===== config.mk =====
export PLATFORM = sky130hd
export DESIGN_NAME = link_resolver
export DESIGN_NICKNAME = d
export VERILOG_FILES = /design/src/rtl/lrs_pkg.sv /design/src/rtl/lrs_rd_port.sv /design/src/rtl/lrs_ms_timer.sv /design/src/rtl/lrs_mode_decode.sv /design/src/rtl/link_resolver.sv
export SDC_FILE = /design/constraint.sdc
export NUM_CORES = 1
export LEC_CHECK = 0
export ABC_CLOCK_PERIOD_IN_PS = 3100
export CELL_PAD_IN_SITES_DETAIL_PLACEMENT = 1
export CELL_PAD_IN_SITES_GLOBAL_PLACEMENT = 1
export CORE_MARGIN = 2
export CORE_UTILIZATION = 45
export DETAILED_ROUTE_END_ITERATION = 12
export DONT_BUFFER_PORTS = 1
export GPL_ROUTABILITY_DRIVEN = 0
export PLACE_DENSITY = 0.8
export SYNTH_ARGS = -nofsm -noshare
export SYNTH_HDL_FRONTEND = slang
export SYNTH_SLANG_ARGS = --single-unit

===== constraint.sdc =====
create_clock -name clk -period 3.1 [get_ports clk]
set_input_delay 0.155 -clock clk [delete_from_list [all_inputs] [get_ports clk]]
set_output_delay 0.155 -clock clk [all_outputs]
set_load 0.01 [all_outputs]

===== src/rtl/lrs_pkg.sv =====
package lrs_pkg;

  typedef enum logic [3:0] {
    S_IDLE,
    S_SIG,
    S_WAIT,
    S_LINK,
    S_MODE,
    S_AN6,
    S_AN4,
    S_AN5,
    S_FIN
  } lrs_state_e;

  // PHY register numbers
  localparam int REG_SIGQ = 17;
  localparam int REG_STAT = 1;
  localparam int REG_MODE = 31;
  localparam int REG_ANX  = 6;
  localparam int REG_ADV  = 4;
  localparam int REG_LPA  = 5;

  // bit positions tested
  localparam int B_SIGDET  = 1;
  localparam int B_LINK    = 2;
  localparam int B_ANABLE  = 3;
  localparam int B_NEGDONE = 5;
  localparam int B_LPNEG   = 0;
  localparam int B_PAUSE   = 10;
  localparam int MODE_LSB  = 2;

  // speed/duplex codes
  localparam logic [2:0] C_10H  = 3'd1;
  localparam logic [2:0] C_10F  = 3'd5;
  localparam logic [2:0] C_100H = 3'd2;
  localparam logic [2:0] C_100F = 3'd6;

endpackage


===== src/rtl/lrs_rd_port.sv =====
module lrs_rd_port #(
  parameter int ADDR_W   = 5,
  parameter int DATA_W   = 16,
  parameter int PHY_ADDR = 6
) (
  input  logic              clk,
  input  logic              rst,
  input  logic              go,
  input  logic [ADDR_W-1:0] reg_in,
  input  logic              ack,
  input  logic [DATA_W-1:0] rdata,
  output logic              req,
  output logic [ADDR_W-1:0] phy,
  output logic [ADDR_W-1:0] regad,
  output logic              valid,
  output logic [DATA_W-1:0] data
);

  assign phy = ADDR_W'(PHY_ADDR);

  always_ff @(posedge clk) begin
    if (rst) begin
      req   <= 1'b0;
      regad <= '0;
      valid <= 1'b0;
      data  <= '0;
    end else begin
      valid <= 1'b0;
      if (go && !req) begin
        req   <= 1'b1;
        regad <= reg_in;
      end else if (req && ack) begin
        req   <= 1'b0;
        valid <= 1'b1;
        data  <= rdata;
      end
    end
  end

  // request and register number held until acknowledged
  a_r2_req_hold: assert property (@(posedge clk) disable iff (rst)
    req && !ack |=> req && $stable(regad));

  // a new read is never launched over an outstanding one
  a_r2_single_outstanding: assert property (@(posedge clk) disable iff (rst)
    go |-> !req);

endmodule


===== src/rtl/lrs_ms_timer.sv =====
module lrs_ms_timer #(
  parameter int WAIT_MS = 2000
) (
  input  logic clk,
  input  logic rst,
  input  logic load,
  input  logic tick,
  output logic expired
);

  localparam int CW = $clog2(WAIT_MS + 1);

  logic [CW-1:0] cnt;

  always_ff @(posedge clk) begin
    if (rst) begin
      cnt <= '0;
    end else if (load) begin
      cnt <= CW'(WAIT_MS);
    end else if (tick && cnt != '0) begin
      cnt <= cnt - 1'b1;
    end
  end

  assign expired = (cnt == '0);

  // without a reload the count never rises and moves by one at most
  a_r4_count_down: assert property (@(posedge clk) disable iff (rst)
    !load |=> (cnt == $past(cnt)) || (cnt == $past(cnt) - 1'b1));

endmodule


===== src/rtl/lrs_mode_decode.sv =====
module lrs_mode_decode
  import lrs_pkg::*;
(
  input  logic [2:0] code,
  output logic       fast,
  output logic       full
);

  always_comb begin
    fast = 1'b0;
    full = 1'b0;
    case (code)
      C_10H:   begin fast = 1'b0; full = 1'b0; end
      C_10F:   begin fast = 1'b0; full = 1'b1; end
      C_100H:  begin fast = 1'b1; full = 1'b0; end
      C_100F:  begin fast = 1'b1; full = 1'b1; end
      default: begin fast = 1'b0; full = 1'b0; end
    endcase
  end

  // only a listed code can raise speed or duplex
  always_comb begin
    a_r8_unknown_clear: assert (!(fast || full) || code == C_10F ||
                                code == C_100H || code == C_100F);
  end

endmodule


===== src/rtl/link_resolver.sv =====
module link_resolver
  import lrs_pkg::*;
#(
  parameter int ADDR_W     = 5,
  parameter int DATA_W     = 16,
  parameter int PHY_ADDR   = 6,
  parameter int SIG_POLLS  = 100,
  parameter int LINK_TRIES = 100,
  parameter int WAIT_MS    = 2000
) (
  input  logic              clk,
  input  logic              rst,
  input  logic              start,
  input  logic              ms_tick,
  output logic              mgmt_req,
  output logic [ADDR_W-1:0] mgmt_phy,
  output logic [ADDR_W-1:0] mgmt_reg,
  input  logic              mgmt_ack,
  input  logic [DATA_W-1:0] mgmt_rdata,
  output logic              xover_sel,
  output logic              busy,
  output logic              done,
  output logic              no_link,
  output logic              st_link,
  output logic              st_speed,
  output logic              st_duplex,
  output logic              st_pause
);

  localparam int SIG_CW = $clog2(SIG_POLLS + 1);
  localparam int LNK_CW = $clog2(LINK_TRIES + 1);

  lrs_state_e        state;
  logic              launched;
  logic [SIG_CW-1:0] sig_cnt;
  logic [LNK_CW-1:0] lnk_cnt;
  logic              an_able;
  logic              r_fast, r_full, r_pause;

  logic              rd_go, rd_valid, is_read;
  logic [ADDR_W-1:0] rd_sel;
  logic [DATA_W-1:0] rd_word;
  logic              tmr_load, tmr_expired;
  logic              dec_fast, dec_full;
  logic              unused_bits;

  assign unused_bits = ^rd_word;

  // register selection per read state
  always_comb begin
    is_read = 1'b1;
    case (state)
      S_SIG:   rd_sel = ADDR_W'(REG_SIGQ);
      S_LINK:  rd_sel = ADDR_W'(REG_STAT);
      S_MODE:  rd_sel = ADDR_W'(REG_MODE);
      S_AN6:   rd_sel = ADDR_W'(REG_ANX);
      S_AN4:   rd_sel = ADDR_W'(REG_ADV);
      S_AN5:   rd_sel = ADDR_W'(REG_LPA);
      default: begin rd_sel = '0; is_read = 1'b0; end
    endcase
  end

  assign rd_go    = is_read && !launched;
  assign tmr_load = (state == S_WAIT) && !launched;
  assign busy     = (state != S_IDLE);

  lrs_rd_port #(
    .ADDR_W  (ADDR_W),
    .DATA_W  (DATA_W),
    .PHY_ADDR(PHY_ADDR)
  ) u_rd (
    .clk   (clk),
    .rst   (rst),
    .go    (rd_go),
    .reg_in(rd_sel),
    .ack   (mgmt_ack),
    .rdata (mgmt_rdata),
    .req   (mgmt_req),
    .phy   (mgmt_phy),
    .regad (mgmt_reg),
    .valid (rd_valid),
    .data  (rd_word)
  );

  lrs_ms_timer #(
    .WAIT_MS(WAIT_MS)
  ) u_tmr (
    .clk    (clk),
    .rst    (rst),
    .load   (tmr_load),
    .tick   (ms_tick),
    .expired(tmr_expired)
  );

  lrs_mode_decode u_dec (
    .code(rd_word[MODE_LSB +: 3]),
    .fast(dec_fast),
    .full(dec_full)
  );

  always_ff @(posedge clk) begin
    if (rst) begin
      state     <= S_IDLE;
      launched  <= 1'b0;
      sig_cnt   <= '0;
      lnk_cnt   <= '0;
      an_able   <= 1'b0;
      r_fast    <= 1'b0;
      r_full    <= 1'b0;
      r_pause   <= 1'b0;
      xover_sel <= 1'b0;
      done      <= 1'b0;
      no_link   <= 1'b0;
      st_link   <= 1'b0;
      st_speed  <= 1'b0;
      st_duplex <= 1'b0;
      st_pause  <= 1'b0;
    end else begin
      done <= 1'b0;
      case (state)
        S_IDLE: begin
          if (start) begin
            state    <= S_SIG;
            launched <= 1'b0;
            sig_cnt  <= '0;
          end
        end
        S_SIG: begin
          if (!launched) begin
            launched <= 1'b1;
          end else if (rd_valid) begin
            launched <= 1'b0;
            if (rd_word[B_SIGDET] || sig_cnt == SIG_CW'(SIG_POLLS - 1)) begin
              state     <= S_WAIT;
              xover_sel <= 1'b0;
              lnk_cnt   <= '0;
            end else begin
              sig_cnt <= sig_cnt + 1'b1;
            end
          end
        end
        S_WAIT: begin
          if (!launched) begin
            launched <= 1'b1;
          end else if (tmr_expired) begin
            launched <= 1'b0;
            state    <= S_LINK;
          end
        end
        S_LINK: begin
          if (!launched) begin
            launched <= 1'b1;
          end else if (rd_valid) begin
            launched <= 1'b0;
            if (rd_word[B_LINK]) begin
              an_able <= rd_word[B_ANABLE];
              r_fast  <= 1'b0;
              r_full  <= 1'b0;
              r_pause <= 1'b0;
              state   <= rd_word[B_NEGDONE] ? S_MODE : S_FIN;
            end else if (lnk_cnt == LNK_CW'(LINK_TRIES - 1)) begin
              no_link   <= 1'b1;
              st_link   <= 1'b0;
              st_speed  <= 1'b0;
              st_duplex <= 1'b0;
              st_pause  <= 1'b0;
              done      <= 1'b1;
              state     <= S_IDLE;
            end else begin
              xover_sel <= ~xover_sel;
              lnk_cnt   <= lnk_cnt + 1'b1;
              state     <= S_WAIT;
            end
          end
        end
        S_MODE: begin
          if (!launched) begin
            launched <= 1'b1;
          end else if (rd_valid) begin
            launched <= 1'b0;
            r_fast   <= dec_fast;
            r_full   <= dec_full;
            state    <= an_able ? S_AN6 : S_FIN;
          end
        end
        S_AN6: begin
          if (!launched) begin
            launched <= 1'b1;
          end else if (rd_valid) begin
            launched <= 1'b0;
            state    <= rd_word[B_LPNEG] ? S_AN4 : S_FIN;
          end
        end
        S_AN4: begin
          if (!launched) begin
            launched <= 1'b1;
          end else if (rd_valid) begin
            launched <= 1'b0;
            state    <= rd_word[B_PAUSE] ? S_AN5 : S_FIN;
          end
        end
        S_AN5: begin
          if (!launched) begin
            launched <= 1'b1;
          end else if (rd_valid) begin
            launched <= 1'b0;
            r_pause  <= rd_word[B_PAUSE];
            state    <= S_FIN;
          end
        end
        S_FIN: begin
          st_link   <= 1'b1;
          st_speed  <= r_fast;
          st_duplex <= r_full;
          st_pause  <= r_pause;
          no_link   <= 1'b0;
          done      <= 1'b1;
          state     <= S_IDLE;
        end
        default: state <= S_IDLE;
      endcase
    end
  end

  // done lasts a single cycle
  a_r10_done_pulse: assert property (@(posedge clk) disable iff (rst)
    done |=> !done);

  // an accepted start makes the block busy
  a_r1_start_busy: assert property (@(posedge clk) disable iff (rst)
    start && !busy |=> busy);

  // a failed bring-up leaves every status bit clear
  a_r6_nolink_clear: assert property (@(posedge clk) disable iff (rst)
    no_link |-> !st_link && !st_speed && !st_duplex && !st_pause);

  // pause is only reported alongside link
  a_r9_pause_link: assert property (@(posedge clk) disable iff (rst)
    st_pause |-> st_link);

  // polarity moves only at the start of the link phase or after a check
  a_r5_xover_moves: assert property (@(posedge clk) disable iff (rst)
    !$stable(xover_sel) |-> ($past(state) == S_LINK) || ($past(state) == S_SIG));

endmodule


==> flow_metrics.env, run 1 <==
export IMPL_crit_family="compound AO/OA/AOI/OAI gates"
export IMPL_cts_sinks=55
export IMPL_slew_headroom_pct=33.7
export IMPL_port_buffers=0
export IMPL_die_w_um=81.8
export IMPL_grt_antenna_before_repair=0
export IMPL_clockBufferDepth=2
export IMPL_cts_tree="yes"
export IMPL_num_rows=28
export IMPL_wl_um=6740
export IMPL_numCtsBuffers=5
export IMPL_crit_path_top_delay_cell="or4_1"
export IMPL_die_height_um=81.8
export IMPL_drtIter0Drc=106
export IMPL_fmax_mhz=380
export IMPL_grt_first_pass_wirelength_um=11200
export IMPL_leakage_uw=0.00101
export IMPL_yosys_top_cells_area="dfxtp_1, a21oi_1, nor2_1"
export IMPL_min_period_over_period_pct=84.9
export IMPL_post_route_util_pct=50.5
export IMPL_hold_path_startpoint="mgmt_ack"
export IMPL_cp_start_kind="flop"
export IMPL_io_pins=40
export IMPL_crit_type="reg2reg"
export IMPL_skew_ns=0.0155
export IMPL_ant_nets=0
export IMPL_use_met2_pct=39.1
export IMPL_vdd_drop_max_mv=0.488
export IMPL_grt_pass1_vias=2417
export IMPL_synthDistinctLibCells=57
export IMPL_min_path_type="in2reg"
export IMPL_routedWlPerCell_um=16.6
export IMPL_layout_common_cells="dfxtp_1, nor2_1, a21oi_1"
export IMPL_r2r_cells=5
export IMPL_grt_busiest_layer="met2"
export IMPL_post_cts_buffers=0
export IMPL_layout_commonest_cell="dfxtp_1"
export IMPL_clock_latency_ns=0.33
export IMPL_ys_seq_area_share_pct=40.4
export IMPL_r2r_slack_ns=0.47
export IMPL_crit_path_max_incr_delay_ns=0.60
export IMPL_worstPathMaxFanout=13
export IMPL_min_to="u_rd.req"
export IMPL_cp_end_kind="flop"
export IMPL_via_per_inst=5.81
export IMPL_core_area_um2=5890
export IMPL_synth_area_leader_cell="dfxtp_1"
export IMPL_die_area_um2=6690
export IMPL_grt_setup_unrepaired="no"
export IMPL_slew_violations=0
export IMPL_max_cap_violations=0
export IMPL_grtUsageTotal_pct=21.6
export IMPL_overflow=0
export IMPL_setup_tns_ns=0
export IMPL_syn_to_final_growth_pct=9.19
export IMPL_worstPathRequired_ns=3.35
export IMPL_worst_slew_pin_slew_ns=0.994
export IMPL_synth_cells=325
export IMPL_ys_async_sr_fraction_pct=0
export IMPL_arrival_ns=2.88
export IMPL_n_antenna_cell=0
export IMPL_ys_seq_elements=55
export IMPL_use_met3_pct=3.85
export IMPL_cp_cell_sequence="nor4b_2 > a211o_1 > o2111ai_1 > or4_1 > a21oi_1"
export IMPL_vias=2354
export IMPL_cts_resized=0
export IMPL_grt_max_degree=43
export IMPL_synth_edf_count=0
export IMPL_hold_violations=0
export IMPL_drc=0
export IMPL_clk_pin_slew_ns=0.12
export IMPL_worst_path_buf_inv=0
export IMPL_synth_main_ff_cell="dfxtp_1"
export IMPL_cts_htree_levels=2
export IMPL_finalCriticalPeriod_ns=2.63
export IMPL_setup_viol=0
export IMPL_initial_core_util_pct=46.3
export IMPL_cellPowerDensity_nw_per_um2=805
export IMPL_hold_path_cell_count=2
export IMPL_drive_above_1_share_pct=6.36
export IMPL_r2r_start="sig_cnt[2]"
export IMPL_first_pass_iters=4
export IMPL_r2r_end="lnk_cnt[5]"
export IMPL_hpwl_um=4770
export IMPL_yosys_warnings=0
export IMPL_status="finished, final reports clean"
export IMPL_fin_nets=354
export IMPL_root_buffer="clkbuf_8"
export IMPL_synth_area_um2=2720
export IMPL_grt_use_met1_pct=25.1
export IMPL_synth_avg_cell_area_um2=8.38
export IMPL_synth_top_cell_area_share_pct=40.4
-- logic make-up after synthesis --
group,after synthesis,share of synthesized area [%]
fa+ha+maj,4,1.84
buf+inv,35,5.97
mux,5,1.84
other cells,2,0.276
compound gates,83,20.9
xor+xnor,18,5.79
flops,55,40.4
simple gates,123,23.0
-- state kept, by name, summed over array words and instances, names as in the netlist, 4 cells and up --
| signal | cells |
|---|---|
| u_tmr.cnt | 11 |
| lnk_cnt | 7 |
| sig_cnt | 7 |
| u_rd.data | 7 |
| u_rd.regad | 5 |
| state | 4 |
-- report_power, final --
part	total (uW)	switching [uW]	leakage, uW	internal (uW)
registers	1000	169	0.000446	833
clock network	433	266	0.0000491	167
logic	959	564	0.000513	396
total	2390	998	0.00101	1400
-- worst max path at each step --
stage | start | to | slack (ns) | depth (start not counted)
after floorplan | state[3] | lnk_cnt[1] | 1.15 | 7
after global placement | sig_cnt[0] | lnk_cnt[5] | 0.63 | 6
after detailed placement | sig_cnt[0] | lnk_cnt[5] | 0.52 | 6
after CTS | sig_cnt[2] | lnk_cnt[5] | 0.49 | 5
after global routing | sig_cnt[0] | lnk_cnt[5] | 0.23 | 6
final | sig_cnt[2] | lnk_cnt[5] | 0.47 | 5
-- stage by stage --
stage                     area, um^2  hold WS [ns]  total power [uW]  instances  setup slack [ns]
after floorplan                 2730         0.302              1740        328              1.15
after global placement          2750         0.229              1890        385             0.628
after detailed placement        2750         0.233              1940        385             0.520
after CTS                       2970        0.0469              2400        405             0.492
after global routing            2970        0.0369              2580        405             0.232
final                           2970        0.0472              2390        405             0.468
-- worst register-to-register path, stage by stage, from the launching register on --
cell and delay (ns):
dfxtp_1 0.39, nor4b_2 0.43, a211o_1 0.42, o2111ai_1 0.55, or4_1 0.61, a21oi_1 0.17
-- cell type report --
cell class,count,area (um^2)
fill,702,2910
multi-input combinational,238,1470
sequential,55,1100
timing repair buffer,17,168
tap,75,93.8
clock buffer,5,68.8
inverter,12,45.0
clock inverter,3,26.3
-- synthesized netlist by cell type, types with 2 or more instances --
cell type	count
xnor2_1	11
a211oi_1	7
o2111ai_1	5
or2_2	2
inv_1	12
or3_1	5
nor4_1	2
conb_1	2
a22oi_1	5
xor2_1	7
and2_1	3
a32oi_1	3
nand4_1	4
or2_1	2
nand3_1	15
o21ai_0	8
o31ai_1	2
nor3_1	9
ha_1	4
o22ai_1	2
nor2_1	37
nand2b_1	3
or4_1	3
buf_1	3
nor4b_1	4
mux2i_1	5
nor2b_1	4
buf_4	6
dfxtp_1	55
clkbuf_1	12
o21ai_1	2
nand2_1	24
a21oi_1	33
-- metal layers --
metal	share of wire, %	vias up
met5	0	-
met4	1.7	0
met3	2.6	10
met2	50	31
met1	45	1154
li1	-	1159
-- repair_timing --
| action | CTS | global route |
|---|---|---|
| endpoints found under the setup margin | 0 | 0 |
| hold endpoints to repair | 42 | 0 |
| hold buffers | 12 | 0 |
Note: power is estimated with default switching activity, not from simulation.
==> run 2: changes to the inputs <==
--- a/config.mk
+++ b/config.mk
@@ -5,15 +5,16 @@
 export SDC_FILE = /design/constraint.sdc
 export NUM_CORES = 1
 export LEC_CHECK = 0
-export ABC_CLOCK_PERIOD_IN_PS = 3100
+export ABC_AREA = 1
+export ABC_CLOCK_PERIOD_IN_PS = 2200
 export CELL_PAD_IN_SITES_DETAIL_PLACEMENT = 1
 export CELL_PAD_IN_SITES_GLOBAL_PLACEMENT = 1
 export CORE_MARGIN = 2
-export CORE_UTILIZATION = 45
+export CORE_UTILIZATION = 40
 export DETAILED_ROUTE_END_ITERATION = 12
 export DONT_BUFFER_PORTS = 1
 export GPL_ROUTABILITY_DRIVEN = 0
-export PLACE_DENSITY = 0.8
+export PLACE_DENSITY = 0.79
 export SYNTH_ARGS = -nofsm -noshare
 export SYNTH_HDL_FRONTEND = slang
 export SYNTH_SLANG_ARGS = --single-unit
==> constraint.sdc (replaced) <==
create_clock -name clk -period 2.2 [get_ports clk]
set_input_delay 0.11 -clock clk [delete_from_list [all_inputs] [get_ports clk]]
set_output_delay 0.11 -clock clk [all_outputs]
set_load 0.01 [all_outputs]
==> flow_metrics.env, run 2 <==
export IMPL_startpoint="state[0]"
export IMPL_power_total_uw=3840
export IMPL_cts_tree="yes"
export IMPL_largest_register_ffs=11
export IMPL_combPwrFrac_pct=48.2
export IMPL_post_cts_buffers=0
export IMPL_synth_cells=468
export IMPL_crit_path_max_incr_delay_ns=0.55
export IMPL_die_w_um=91.2
export IMPL_clockBufferDepth=2
export IMPL_crit_type="reg2reg"
export IMPL_clk_pin_slew_ns=0.11
export IMPL_worst_path_buf_inv=1
export IMPL_layout_commonest_cell="nand2_1"
export IMPL_synth_area_leader_cell="dfxtp_1"
export IMPL_first_pass_iters=4
export IMPL_cts_htree_levels=2
export IMPL_initial_core_util_pct=41.7
export IMPL_p_clk_share_pct=15.6
export IMPL_max_cap_violations=0
export IMPL_ys_async_sr_fraction_pct=0
export IMPL_setup_tns_ns=0
export IMPL_hpwl_um=5890
export IMPL_worst_slew_pin_slew_ns=0.551
export IMPL_r2r_start="state[0]"
export IMPL_ys_seq_elements=55
export IMPL_slew_headroom_pct=63.3
export IMPL_clock_latency_ns=0.32
export IMPL_regMostFlops="u_tmr.cnt"
export IMPL_yosys_top_cells_area="dfxtp_1, nand2_1, nor2_1"
export IMPL_setup_viol=0
export IMPL_syn_to_final_growth_pct=8.56
export IMPL_drc=0
export IMPL_crit_family="simple AND/OR/NAND/NOR gates"
export IMPL_die_height_um=91.2
export IMPL_p_switching_uw=1830
export IMPL_vdd_drop_max_mv=0.571
export IMPL_grt_antenna_before_repair=0
export IMPL_status="finished, final reports clean"
export IMPL_hold_violations=0
export IMPL_hold_path_startpoint="rst"
export IMPL_n_antenna_cell=0
export IMPL_pre_cts_ws_ns=0.101
export IMPL_crit_path_top_delay_cell="dfxtp_1"
export IMPL_synth_avg_cell_area_um2=6.49
export IMPL_cp_end_kind="flop"
export IMPL_numCtsBuffers=5
export IMPL_synth_edf_count=0
export IMPL_core_area_um2=7290
export IMPL_finalCriticalPeriod_ns=1.92
export IMPL_fin_ws_ns=0.284
export IMPL_root_buffer="clkbuf_8"
export IMPL_grtUsageTotal_pct=20.4
export IMPL_fin_nets=500
export IMPL_synth_area_um2=3040
export IMPL_worstPathMaxFanout=14
export IMPL_die_area_um2=8310
export IMPL_min_path_type="in2reg"
export IMPL_leakage_uw=0.00144
export IMPL_cp_start_kind="flop"
export IMPL_fmax_mhz=522
export IMPL_via_per_inst=5.08
export IMPL_drtIter0Drc=156
export IMPL_overflow=0
export IMPL_synth_top_cell_area_share_pct=36.2
export IMPL_layout_common_cells="nand2_1, nor2_1, dfxtp_1"
export IMPL_io_pins=40
export IMPL_grt_first_pass_wirelength_um=13900
export IMPL_min_period_over_period_pct=87.1
export IMPL_ys_seq_area_share_pct=36.2
export IMPL_cp_cell_sequence="inv_2 > nand2_1 > nor2_2 > nand2_1 > nand2_1 > nor2_1 > nand2_1 > nor2_4 > nor2_1 > nor2_1"
export IMPL_cellPowerDensity_nw_per_um2=1160
export IMPL_wl_um=7990
export IMPL_sw_frac_of_total_pct=47.6
export IMPL_routedWlPerCell_um=13.9
export IMPL_grt_setup_unrepaired="no"
export IMPL_worstPathRequired_ns=2.46
export IMPL_synthTopCellsByCount="nand2_1, nor2_1, dfxtp_1, inv_1, nand3_1"
export IMPL_arrival_ns=2.17
export IMPL_grt_max_degree=30
export IMPL_synthDistinctLibCells=31
export IMPL_num_rows=31
export IMPL_cts_sinks=55
export IMPL_vias=2923
export IMPL_drive_above_1_share_pct=7.35
export IMPL_seq_power_share_pct=36.2
export IMPL_cpMostUsedCell="nand2_1"
export IMPL_ant_nets=0
export IMPL_intPower_uw=2010
export IMPL_grt_pass1_vias=2973
export IMPL_port_buffers=0
export IMPL_yosys_warnings=0
export IMPL_synth_most_common_cell="nand2_1"
export IMPL_skew_ns=0.00485
export IMPL_synth_main_ff_cell="dfxtp_1"
export IMPL_slew_violations=0
## run 2: routing by layer
layer / vias up / global-route usage (%) / wire length [um]
met3: 6 / 3.49 / 276
met5: - / 0 / 0
met2: 50 / 34.3 / 3630
met4: 0 / 4.67 / 80
li1: 1495 / - / -
met1: 1372 / 27.3 / 4000
## run 2: cell type report
type                            count  area [um^2]
Clock buffer                        5         68.8
Clock inverter                      3         23.8
Fill cell                        1023         3990
Inverter                           60          225
Multi-Input combinational cell    343         1650
Sequential cell                    55         1100
Tap cell                           99          124
Timing Repair Buffer               10          105
## run 2: power by group through the flow
stage                     Sequential, uW  Clock (uW)  Combinational, uW
after floorplan                     1340           0               1470
after global placement              1400           0               1760
after detailed placement            1410           0               1810
after CTS                           1390         621               1850
after global routing                1420         650               2130
final                               1390         597               1850
## run 2: cells by family (layout without fill, tap and decap cells)
| kind of cell | Yosys count | after routing | share of synthesized area [%] |
|---|---|---|---|
| and+or+nand+nor | 265 | 265 | 38.7 |
| buffers and inverters | 73 | 78 | 9.88 |
| AOI/OAI and AO/OA | 63 | 63 | 11.6 |
| DFF | 55 | 55 | 36.2 |
| xor gates and xnor gates | 6 | 6 | 1.73 |
| adders and majority gates | 4 | 4 | 1.65 |
| other | 2 | 5 | 0.247 |
## run 2: path summary, 6_finish.rpt
path | slack (ns) | cells past startpoint | end
worst min register to register | 0.46 | 2 | r_pause
worst max register to register | 0.28 | 10 | state[0]
worst max-delay path | 0.28 | 10 | state[0]
worst min-delay path | 0.05 | 2 | sig_cnt[1]
## run 2: worst register-to-register path: stages (launching register included)
cell and delay (ns):
dfxtp_1 0.55, inv_2 0.11, nand2_1 0.11, nor2_2 0.07
nand2_1 0.36, nand2_1 0.11, nor2_1 0.10, nand2_1 0.09
nor2_4 0.17, nor2_1 0.06, nor2_1 0.13
## run 2: timing repair
item,in CTS,in global routing
resized for setup,0,1
hold endpoints to repair,36,0
hold buffers,8,0
endpoints found under the setup margin,0,10
## run 2: through the flow
step | instances | hold slack [ns] | instance area, um^2 | utilization [%]
after global placement | 559 | 0.184 | 3110 | 42.7
after detailed placement | 559 | 0.187 | 3110 | 42.7
after floorplan | 471 | 0.213 | 3050 | -
final | 575 | 0.0460 | 3300 | 45.2
after global routing | 575 | 0.0452 | 3300 | 45.2
after CTS | 575 | 0.0422 | 3300 | 45.2
